[config.mk]
export PLATFORM = sky130hd
export DESIGN_NAME = laser_safety_ctrl
export DESIGN_NICKNAME = d
export VERILOG_FILES = /design/src/rtl/lsc_pkg.sv /design/src/rtl/lsc_sync.sv /design/src/rtl/lsc_strobe.sv /design/src/rtl/lsc_qual.sv /design/src/rtl/lsc_por.sv /design/src/rtl/laser_safety_ctrl.sv
export SDC_FILE = /design/constraint.sdc
export NUM_CORES = 1
export LEC_CHECK = 0
export BUFFER_PORTS_ARGS = -buffer_cell sky130_fd_sc_hd__buf_2
export CAP_MARGIN = 30
export CORE_UTILIZATION = 25
export CTS_CLUSTER_DIAMETER = 60
export DETAILED_ROUTE_END_ITERATION = 6
export PLACE_DENSITY_LB_ADDON = 0.2
export SYNTH_ARGS = -nofsm -noshare
export SYNTH_HDL_FRONTEND = slang
export SYNTH_SLANG_ARGS = --single-unit
[constraint.sdc]
create_clock -name clk -period 1.8 [get_ports clk]
set_clock_uncertainty 0.15 [all_clocks]
set_input_delay 0.54 -clock clk [delete_from_list [all_inputs] [get_ports clk]]
set_output_delay 0.54 -clock clk [all_outputs]
set_load 0.01 [all_outputs]
[src/rtl/lsc_pkg.sv]
package lsc_pkg;
    localparam int SYNC_W   = 6;
    localparam int IX_BIAS  = 0;
    localparam int IX_PWR   = 1;
    localparam int IX_OOR   = 2;
    localparam int IX_OFF   = 3;
    localparam int IX_STRB  = 4;
    localparam int IX_SUP   = 5;

    typedef struct packed {
        logic en;
    } top_st_t;
endpackage

[src/rtl/lsc_sync.sv]
module lsc_sync #(
    parameter int W = 1
) (
    input  logic         clk,
    input  logic         sys_rst_n,
    input  logic [W-1:0] async_i,
    output logic [W-1:0] sync_o
);
    typedef struct packed {
        logic [W-1:0] s1;
        logic [W-1:0] s2;
    } st_t;

    st_t st_d, st_q;

    for (genvar b = 0; b < W; b++) begin : g_bit
        always_comb begin
            st_d.s1[b] = async_i[b];
            st_d.s2[b] = st_q.s1[b];
        end
    end

    always_ff @(posedge clk or negedge sys_rst_n) begin
        if (!sys_rst_n) st_q <= '0;
        else            st_q <= st_d;
    end

    assign sync_o = st_q.s2;

    assert_sync_delay_R9: assert property (@(posedge clk) disable iff (!sys_rst_n)
        1'b1 |=> sync_o == $past(st_q.s1));
endmodule

[src/rtl/lsc_strobe.sv]
module lsc_strobe #(
    parameter int MIN_CYC = 20
) (
    input  logic clk,
    input  logic sys_rst_n,
    input  logic strb_n_s,
    output logic clr_o
);
    localparam int CW = $clog2(MIN_CYC + 1);
    localparam logic [CW-1:0] LIM = CW'(MIN_CYC);

    typedef struct packed {
        logic [CW-1:0] cnt;
        logic          clr;
    } st_t;

    st_t st_d, st_q;

    always_comb begin
        st_d = st_q;
        st_d.clr = strb_n_s && (st_q.cnt == LIM);
        if (strb_n_s)          st_d.cnt = '0;
        else if (st_q.cnt != LIM) st_d.cnt = st_q.cnt + 1'b1;
    end

    always_ff @(posedge clk or negedge sys_rst_n) begin
        if (!sys_rst_n) st_q <= '0;
        else            st_q <= st_d;
    end

    assign clr_o = st_q.clr;

    assert_no_clr_while_low_R5: assert property (@(posedge clk) disable iff (!sys_rst_n)
        !strb_n_s |=> !clr_o);
    assert_clr_single_R4: assert property (@(posedge clk) disable iff (!sys_rst_n)
        clr_o |=> !clr_o);
endmodule

[src/rtl/lsc_qual.sv]
module lsc_qual #(
    parameter int QUAL_CYC = 8
) (
    input  logic clk,
    input  logic sys_rst_n,
    input  logic fault_s,
    input  logic supply_s,
    input  logic clr_i,
    output logic latch_o
);
    localparam int CW = $clog2(QUAL_CYC + 1);
    localparam logic [CW-1:0] LIM  = CW'(QUAL_CYC);
    localparam logic [CW-1:0] LAST = CW'(QUAL_CYC - 1);

    typedef struct packed {
        logic [CW-1:0] cnt;
        logic          latch;
    } st_t;

    st_t st_d, st_q;

    always_comb begin
        st_d = st_q;
        if (!supply_s || clr_i) begin
            st_d = '0;
        end else begin
            if (fault_s && st_q.cnt == LAST) st_d.latch = 1'b1;
            if (!fault_s)            st_d.cnt = '0;
            else if (st_q.cnt != LIM) st_d.cnt = st_q.cnt + 1'b1;
        end
    end

    always_ff @(posedge clk or negedge sys_rst_n) begin
        if (!sys_rst_n) st_q <= '0;
        else            st_q <= st_d;
    end

    assign latch_o = st_q.latch;

    assert_latch_hold_R3: assert property (@(posedge clk) disable iff (!sys_rst_n)
        latch_o && supply_s && !clr_i |=> latch_o);
    assert_no_latch_idle_R1: assert property (@(posedge clk) disable iff (!sys_rst_n)
        !latch_o && !fault_s |=> !latch_o);
    assert_clear_wins_R10: assert property (@(posedge clk) disable iff (!sys_rst_n)
        clr_i |=> !latch_o);
endmodule

[src/rtl/lsc_por.sv]
module lsc_por #(
    parameter int POR_CYC = 16
) (
    input  logic clk,
    input  logic sys_rst_n,
    input  logic supply_s,
    output logic ready_o
);
    localparam int CW = $clog2(POR_CYC + 1);
    localparam logic [CW-1:0] LAST = CW'(POR_CYC - 1);

    typedef struct packed {
        logic [CW-1:0] cnt;
        logic          ready;
    } st_t;

    st_t st_d, st_q;

    always_comb begin
        st_d = st_q;
        if (!supply_s) begin
            st_d = '0;
        end else if (!st_q.ready) begin
            st_d.ready = (st_q.cnt == LAST);
            st_d.cnt   = st_q.cnt + 1'b1;
        end
    end

    always_ff @(posedge clk or negedge sys_rst_n) begin
        if (!sys_rst_n) st_q <= '0;
        else            st_q <= st_d;
    end

    assign ready_o = st_q.ready;

    assert_supply_drop_R8: assert property (@(posedge clk) disable iff (!sys_rst_n)
        !supply_s |=> !ready_o);
endmodule

[src/rtl/laser_safety_ctrl.sv]
module laser_safety_ctrl
    import lsc_pkg::*;
#(
    parameter int QUAL_CYC    = 1000,
    parameter int POR_CYC     = 40000,
    parameter int RST_MIN_CYC = 1200000
) (
    input  logic clk,
    input  logic sys_rst_n,
    input  logic bias_hi_i,
    input  logic pwr_hi_i,
    input  logic bias_oor_i,
    input  logic laser_off_i,
    input  logic strobe_n_i,
    input  logic supply_ok_i,
    output logic laser_en_o,
    output logic fault_o,
    output logic bias_alarm_o
);
    logic [SYNC_W-1:0] raw, syn;
    logic clr, latch, ready;
    top_st_t st_d, st_q;

    always_comb begin
        raw          = '0;
        raw[IX_BIAS] = bias_hi_i;
        raw[IX_PWR]  = pwr_hi_i;
        raw[IX_OOR]  = bias_oor_i;
        raw[IX_OFF]  = laser_off_i;
        raw[IX_STRB] = strobe_n_i;
        raw[IX_SUP]  = supply_ok_i;
    end

    lsc_sync #(.W(SYNC_W)) u_sync (
        .clk(clk), .sys_rst_n(sys_rst_n), .async_i(raw), .sync_o(syn));

    lsc_strobe #(.MIN_CYC(RST_MIN_CYC)) u_strobe (
        .clk(clk), .sys_rst_n(sys_rst_n), .strb_n_s(syn[IX_STRB]), .clr_o(clr));

    lsc_qual #(.QUAL_CYC(QUAL_CYC)) u_qual (
        .clk(clk), .sys_rst_n(sys_rst_n),
        .fault_s(syn[IX_BIAS] | syn[IX_PWR]), .supply_s(syn[IX_SUP]),
        .clr_i(clr), .latch_o(latch));

    lsc_por #(.POR_CYC(POR_CYC)) u_por (
        .clk(clk), .sys_rst_n(sys_rst_n), .supply_s(syn[IX_SUP]), .ready_o(ready));

    always_comb begin
        st_d.en = ready && !latch && !syn[IX_OFF] && syn[IX_STRB];
    end

    always_ff @(posedge clk or negedge sys_rst_n) begin
        if (!sys_rst_n) st_q <= '0;
        else            st_q <= st_d;
    end

    assign laser_en_o   = st_q.en;
    assign fault_o      = latch;
    assign bias_alarm_o = syn[IX_OOR];

    assert_fault_blocks_R3: assert property (@(posedge clk) disable iff (!sys_rst_n)
        fault_o |=> !laser_en_o);
    assert_strobe_off_R6: assert property (@(posedge clk) disable iff (!sys_rst_n)
        !syn[IX_STRB] |=> !laser_en_o);
    assert_manual_off_R7: assert property (@(posedge clk) disable iff (!sys_rst_n)
        syn[IX_OFF] |=> !laser_en_o);
    assert_por_gate_R8: assert property (@(posedge clk) disable iff (!sys_rst_n)
        !ready |=> !laser_en_o);
endmodule

* Word-level counts from Yosys, hierarchy flattened
Cells that the tools add are included.
W data, S select, Z words.
** Cells by class
- Reduce and logical (&&, ||, !) cells :: 11
- Muxes and demuxes :: 8
- Eq/ne operators :: 7
- Bitwise operators :: 1
- Add/sub/neg operators :: 3
** Operators by type and width (count)
- $mux W21 :: 2
- $mux W17 :: 2
- $add A21 B1 Y21 const B :: 1
- $eq A21 B21 Y1 const B :: 1
- $ne A21 B21 Y1 const B :: 1
- $mux W10 :: 2
- $add A16 B1 Y16 const B :: 1
- $eq A16 B16 Y1 const B :: 1
- $mux W11 :: 1
- $add A10 B1 Y10 const B :: 1
- $eq A10 B10 Y1 const B :: 1
- $ne A10 B10 Y1 const B :: 1
- $logic_and A1 B1 Y1 :: 5
- $reduce_bool A2 Y1 :: 2
- $logic_not A1 Y1 :: 3
- $ne A3 B3 Y1 const B :: 1
- $ne A2 B2 Y1 const B :: 1
- $logic_or A1 B1 Y1 :: 1
- $mux W1 :: 1
- $or A1 B1 Y1 :: 1
** Word-level totals
- Output and inout port bits :: 3
- Logic and storage cells :: 39
- Flip-flop bits (word level) :: 63
- Input bits :: 8

* Depth between registers and ports, before layout
- Word-level depth :: 4
- Mapped depth :: 6
- Mapped depth without buffers :: 6

* By module
Synthesis repeated with hierarchy kept, for this count alone.
** Second synthesis, totals
- Cell total of the unflattened synthesis :: 289
- Area, all modules :: 3035.4 um^2
** Modules (own cells, without submodules)
- lsc_strobe :: instances 1, seq. area each 550.5 um^2, cells each 129, area an instance 1204.9 um^2
- lsc_por :: instances 1, seq. area each 425.4 um^2, cells each 85, area an instance 882.1 um^2
- lsc_qual :: instances 1, seq. area each 275.3 um^2, cells each 60, area an instance 604.3 um^2
- lsc_sync :: instances 1, seq. area each 300.3 um^2, cells each 12, area an instance 300.3 um^2
- laser_safety_ctrl :: instances 1, seq. area each 25.0 um^2, cells each 3, area an instance 43.8 um^2

* Least setup slack after synthesis
Ideal clock, no wire load.
- Path type :: register to register
- Start :: register u_strobe.st_q[1] (netlist bit)
- End :: register u_strobe.st_q[21] (netlist bit)
- Period minus slack after synthesis :: 1.841 ns
- Data arrival time :: 1.563 ns
- Setup slack :: -0.041 ns
- Setup time :: 0.128 ns
- Required time :: 1.522 ns
- Cell stages (with the launch flop) :: 6
- Buffers on the path :: 0
- Cell sequence :: dfrtp_1 -> ha_1 -> nand3_1 -> nor4_4 -> nor3b_2 -> mux2_1
** Between the ends
- Cells in the longest elaborated chain, start to end :: 3
- Elaborated cells on any way between the ends :: 5
- Classes of those cells :: add/sub: 1; eq/ne: 1; mux: 2; reduce/logical: 1
** RTL lines
- start, declared :: line lsc_strobe.sv:17 : st_t st_d, st_q;
- start signal, assigned :: line lsc_strobe.sv:28 : else st_q <= st_d;
- $add A21 B1 Y21 :: line lsc_strobe.sv:23 : else if (st_q.cnt != LIM) st_d.cnt = st_q.cnt + 1'b1;
- $mux W21 :: line lsc_strobe.sv:23
- $mux W21 :: line lsc_strobe.sv:22 : if (strb_n_s) st_d.cnt = '0;
Parallel ways exist; a longest one is shown, timed or not. The select of a mux whose other input is x is not followed.
A chain may end at the register's enable or synchronous reset.

* Final worst setup path
- Start :: register u_strobe.st_q[12] (netlist bit)
- End :: register u_strobe.st_q[21] (netlist bit)
Same word-level chain as after synthesis.

==> impl_metrics.ini <==
[clock_network]
clock_latency_ns = 0.32
cts_hold_buf = 0
clkTransAtPathRegs_ns = 0.06
cts_root_buffer = clkbuf_16
clkSinkCount = 63
cts_setup_buffers = 0
clockBufferDepth = 2
cts_made_buffers = 9
cts.htree.levels = 3
cts_tree = done

[setup_path]
critPathArrivalTime_ns = 1.75
endpoint_kind = flip-flop
crit_type = reg -> reg
cp_slowest_cell = dfrtp_1
cp_slowest_stage_delay_ns = 0.42
required_ns = 1.85
crit_fanout = 4
critPathLaunchType = flip-flop
path_delay_family = simple AND/OR/NAND/NOR gates
path_cells = nand4_4 > nor4_4 > nor3b_2 > mux2_1
worst-path-buf-inv = 0

[routing]
drtPass1Iterations = 4
drt-total-wl_mm = 6.089
route.detailed.drc = 0
viasPerCell = 4.660
antenna_left = 0
vias = 2209
drt_iter0_drc = 129
wire_per_inst_um = 12.85

[status]
status = finished clean

[sta]
finalCritPeriodShare = 0.9448
slew_viol_final = 0
slew_headroom = 0.6458
setup_viol = 0
hold_viol_final = 0
worstMarginPinSlew_ns = 0.5313
setup_tns_ns = 0
fin_crit_ns = 1.701
fmax_mhz = 588.0

[global_routing]
grt_max_degree = 64
grt_use_total = 0.1126
grt_pass1_wl_mm = 11.02
gr-total-overflow = 0
grt_pass1_vias = 2236
antenna_found_initial = 0

[synthesis]
yosysWarnings = 0
synth-simple-area-share = 0.2730
synth_top_family_by_area = simple AND/OR/NAND/NOR gates
synth_cells = 292
synth_area_um2 = 2998
avgSynthCellArea_um2 = 10.27
ys_ff_latch = 63
synth_xor_area_frac = 0.08472
ys_seq_area_frac = 0.5259
synth_nets = 305
yosysTopAreaCell = dfrtp_1
synthMuxAreaShare = 0.01795
yosys-top-cells-area = dfrtp_1 (53%), xnor2_1 (5.0%), nor2_1 (4.9%), xor2_1 (3.5%), nand3_1 (3.2%)
synth_compound_area_frac = 0.04883
synthAdderAreaFrac = 0.02087
yosysTopAreaCellShare = 0.5259
ys_types = 39

[floorplanning]
start_util = 0.2592
die-area_um2 = 12430
coreArea_um2 = 11560
die_width_um = 111.5
row_count = 39
dieHeight_um = 111.5
ioPinCount = 11

[power]
power.density_nw_per_um2 = 866.2
total_power_w = 0.003235
vdd_drop_max_mv = 0.3553
leakage_nw = 1.530

[place]
place_congestion = 0.7566
dp_hpwl_mm = 4.138
numPortBuffers = 10

[final_layout]
syn_to_final_growth_pct = 24.58
nFillCells = 1169
diodes = 0
finalNetCount = 339
utilization = 0.3229
layout-drive-gt1-share = 0.2236
regArea_um2 = 1592
multi_input_comb_area_um2 = 1409

[worst_hold_path]
hp-class = in -> async

[job]
maxCapViolations = 0
==> worst reg2reg max path, delay by kind of cell, from the launching register on <==
kind          cells  cell delay, ns
flops             1            0.42
mux               1            0.33
simple gates      3            0.68
==> sequential cells by signal, summed over array words and instances (netlist names) <==
register	flops
laser_en_o	1
u_por.ready_o	1
u_por.st_q	16
u_qual.latch_o	1
u_qual.st_q	10
u_strobe.clr_o	1
u_strobe.st_q	21
u_sync.st_d	6
u_sync.sync_o	6
==> synthesized netlist by cell type, drive strengths merged <==
library cell,count
nor4,9
nand3,19
ha,5
nand2b,1
buf,4
xnor2,17
clkinv,1
dfrtp,63
o21a,1
nor3,14
a31oi,1
nand4,14
nor4b,4
nand2,12
nor2b,6
a21oi,13
xor2,12
or3,8
nor4bb,1
mux2i,2
nand3b,1
a31o,2
and4b,1
and4,5
o21ai,10
clkbuf,5
nand4b,2
inv,12
mux2,3
nor3b,3
nor2,39
and3,2
==> worst paths after layout <==
kind	startpoint	to	slack [ns]	depth (start not counted)
min reg2reg	u_sync.st_d[5]	u_sync.sync_o[5]	0.19	0
min in group clk	laser_off_i	u_sync.st_d[3]	0.17	1
max	u_strobe.st_q[12]	u_strobe.st_q[21]	0.1	4
max reg2reg	u_strobe.st_q[12]	u_strobe.st_q[21]	0.1	4
min	sys_rst_n	u_qual.st_q[1]	0.07	2
max in group asynchronous	sys_rst_n	u_strobe.st_q[11]	1.13	2
==> kinds of logic (layout without fill, tap and decap cells) <==
kind of cell               count (synthesis)  in the layout
and+or+nand+nor                          141            141
DFF                                       63             63
xor gates and xnor gates                  29             29
buffers and inverters                     22             61
adders and majority gates                  5              5
AOI/OAI and AO/OA                         27             27
muxes                                      5              5
==> through the flow <==
step / setup slack, ns / cell area (um^2) / hold WS, ns / std cells
after global routing: -0.03173 / 3735 / 0.1129 / 474
after global placement: -0.009746 / 3395 / 0.1836 / 458
final: 0.09944 / 3735 / 0.07392 / 474
after CTS: 0.01041 / 3674 / 0.08545 / 474
after detailed placement: -0.04028 / 3395 / 0.1870 / 458
after floorplan: -0.01851 / 3025 / 0.09441 / 292
==> metal layers <==
| metal | wire length (um) | vias to the layer above | GRT usage |
|---|---|---|---|
| met3 | 184 | 6 | 0.04246 |
| li1 | - | 1094 | - |
| met5 | 0 | - | 0 |
| met1 | 3001 | 1082 | 0.1436 |
| met2 | 2859 | 27 | 0.1771 |
| met4 | 44 | 0 | 0.03423 |
==> power breakdown <==
group | switching, W | internal [W] | leakage, nW
registers | 0.0000326 | 0.00145 | 0.826
clock network | 0.000601 | 0.00101 | 0.129
logic | 0.0000846 | 0.0000605 | 0.575
==> area by class of cell <==
cell class / count / share of cell area
clock buffers: 14 / 0.07069
clock inverters: 2 / 0.004020
inverters: 13 / 0.01307
multi-input cells: 207 / 0.3772
flip-flops and latches: 63 / 0.4261
well taps: 143 / 0.04791
repair buffers: 32 / 0.06097
==> placed cells by master (no fill, tap or decap), types with 5 or more instances in the layout <==
| cell type | count |
|---|---|
| buf_4 | 21 |
| nand3_1 | 18 |
| or3_1 | 8 |
| buf_2 | 10 |
| nand4_1 | 11 |
| dfrtp_2 | 12 |
| nor2b_1 | 6 |
| nor3_1 | 13 |
| nor4_1 | 5 |
| dfrtp_1 | 51 |
| o21ai_0 | 9 |
| nand2_1 | 12 |
| a21oi_1 | 13 |
| xor2_1 | 12 |
| nor2_1 | 39 |
| clkbuf_16 | 9 |
| inv_1 | 12 |
| xnor2_1 | 17 |
==> timing repair <==
item,CTS,global route
pin swaps,1,1
hold endpoints to repair,0,0
gates cloned,0,0
gates resized for setup,0,19
setup endpoints to repair,1,9
(Power assumes the default switching activity.)
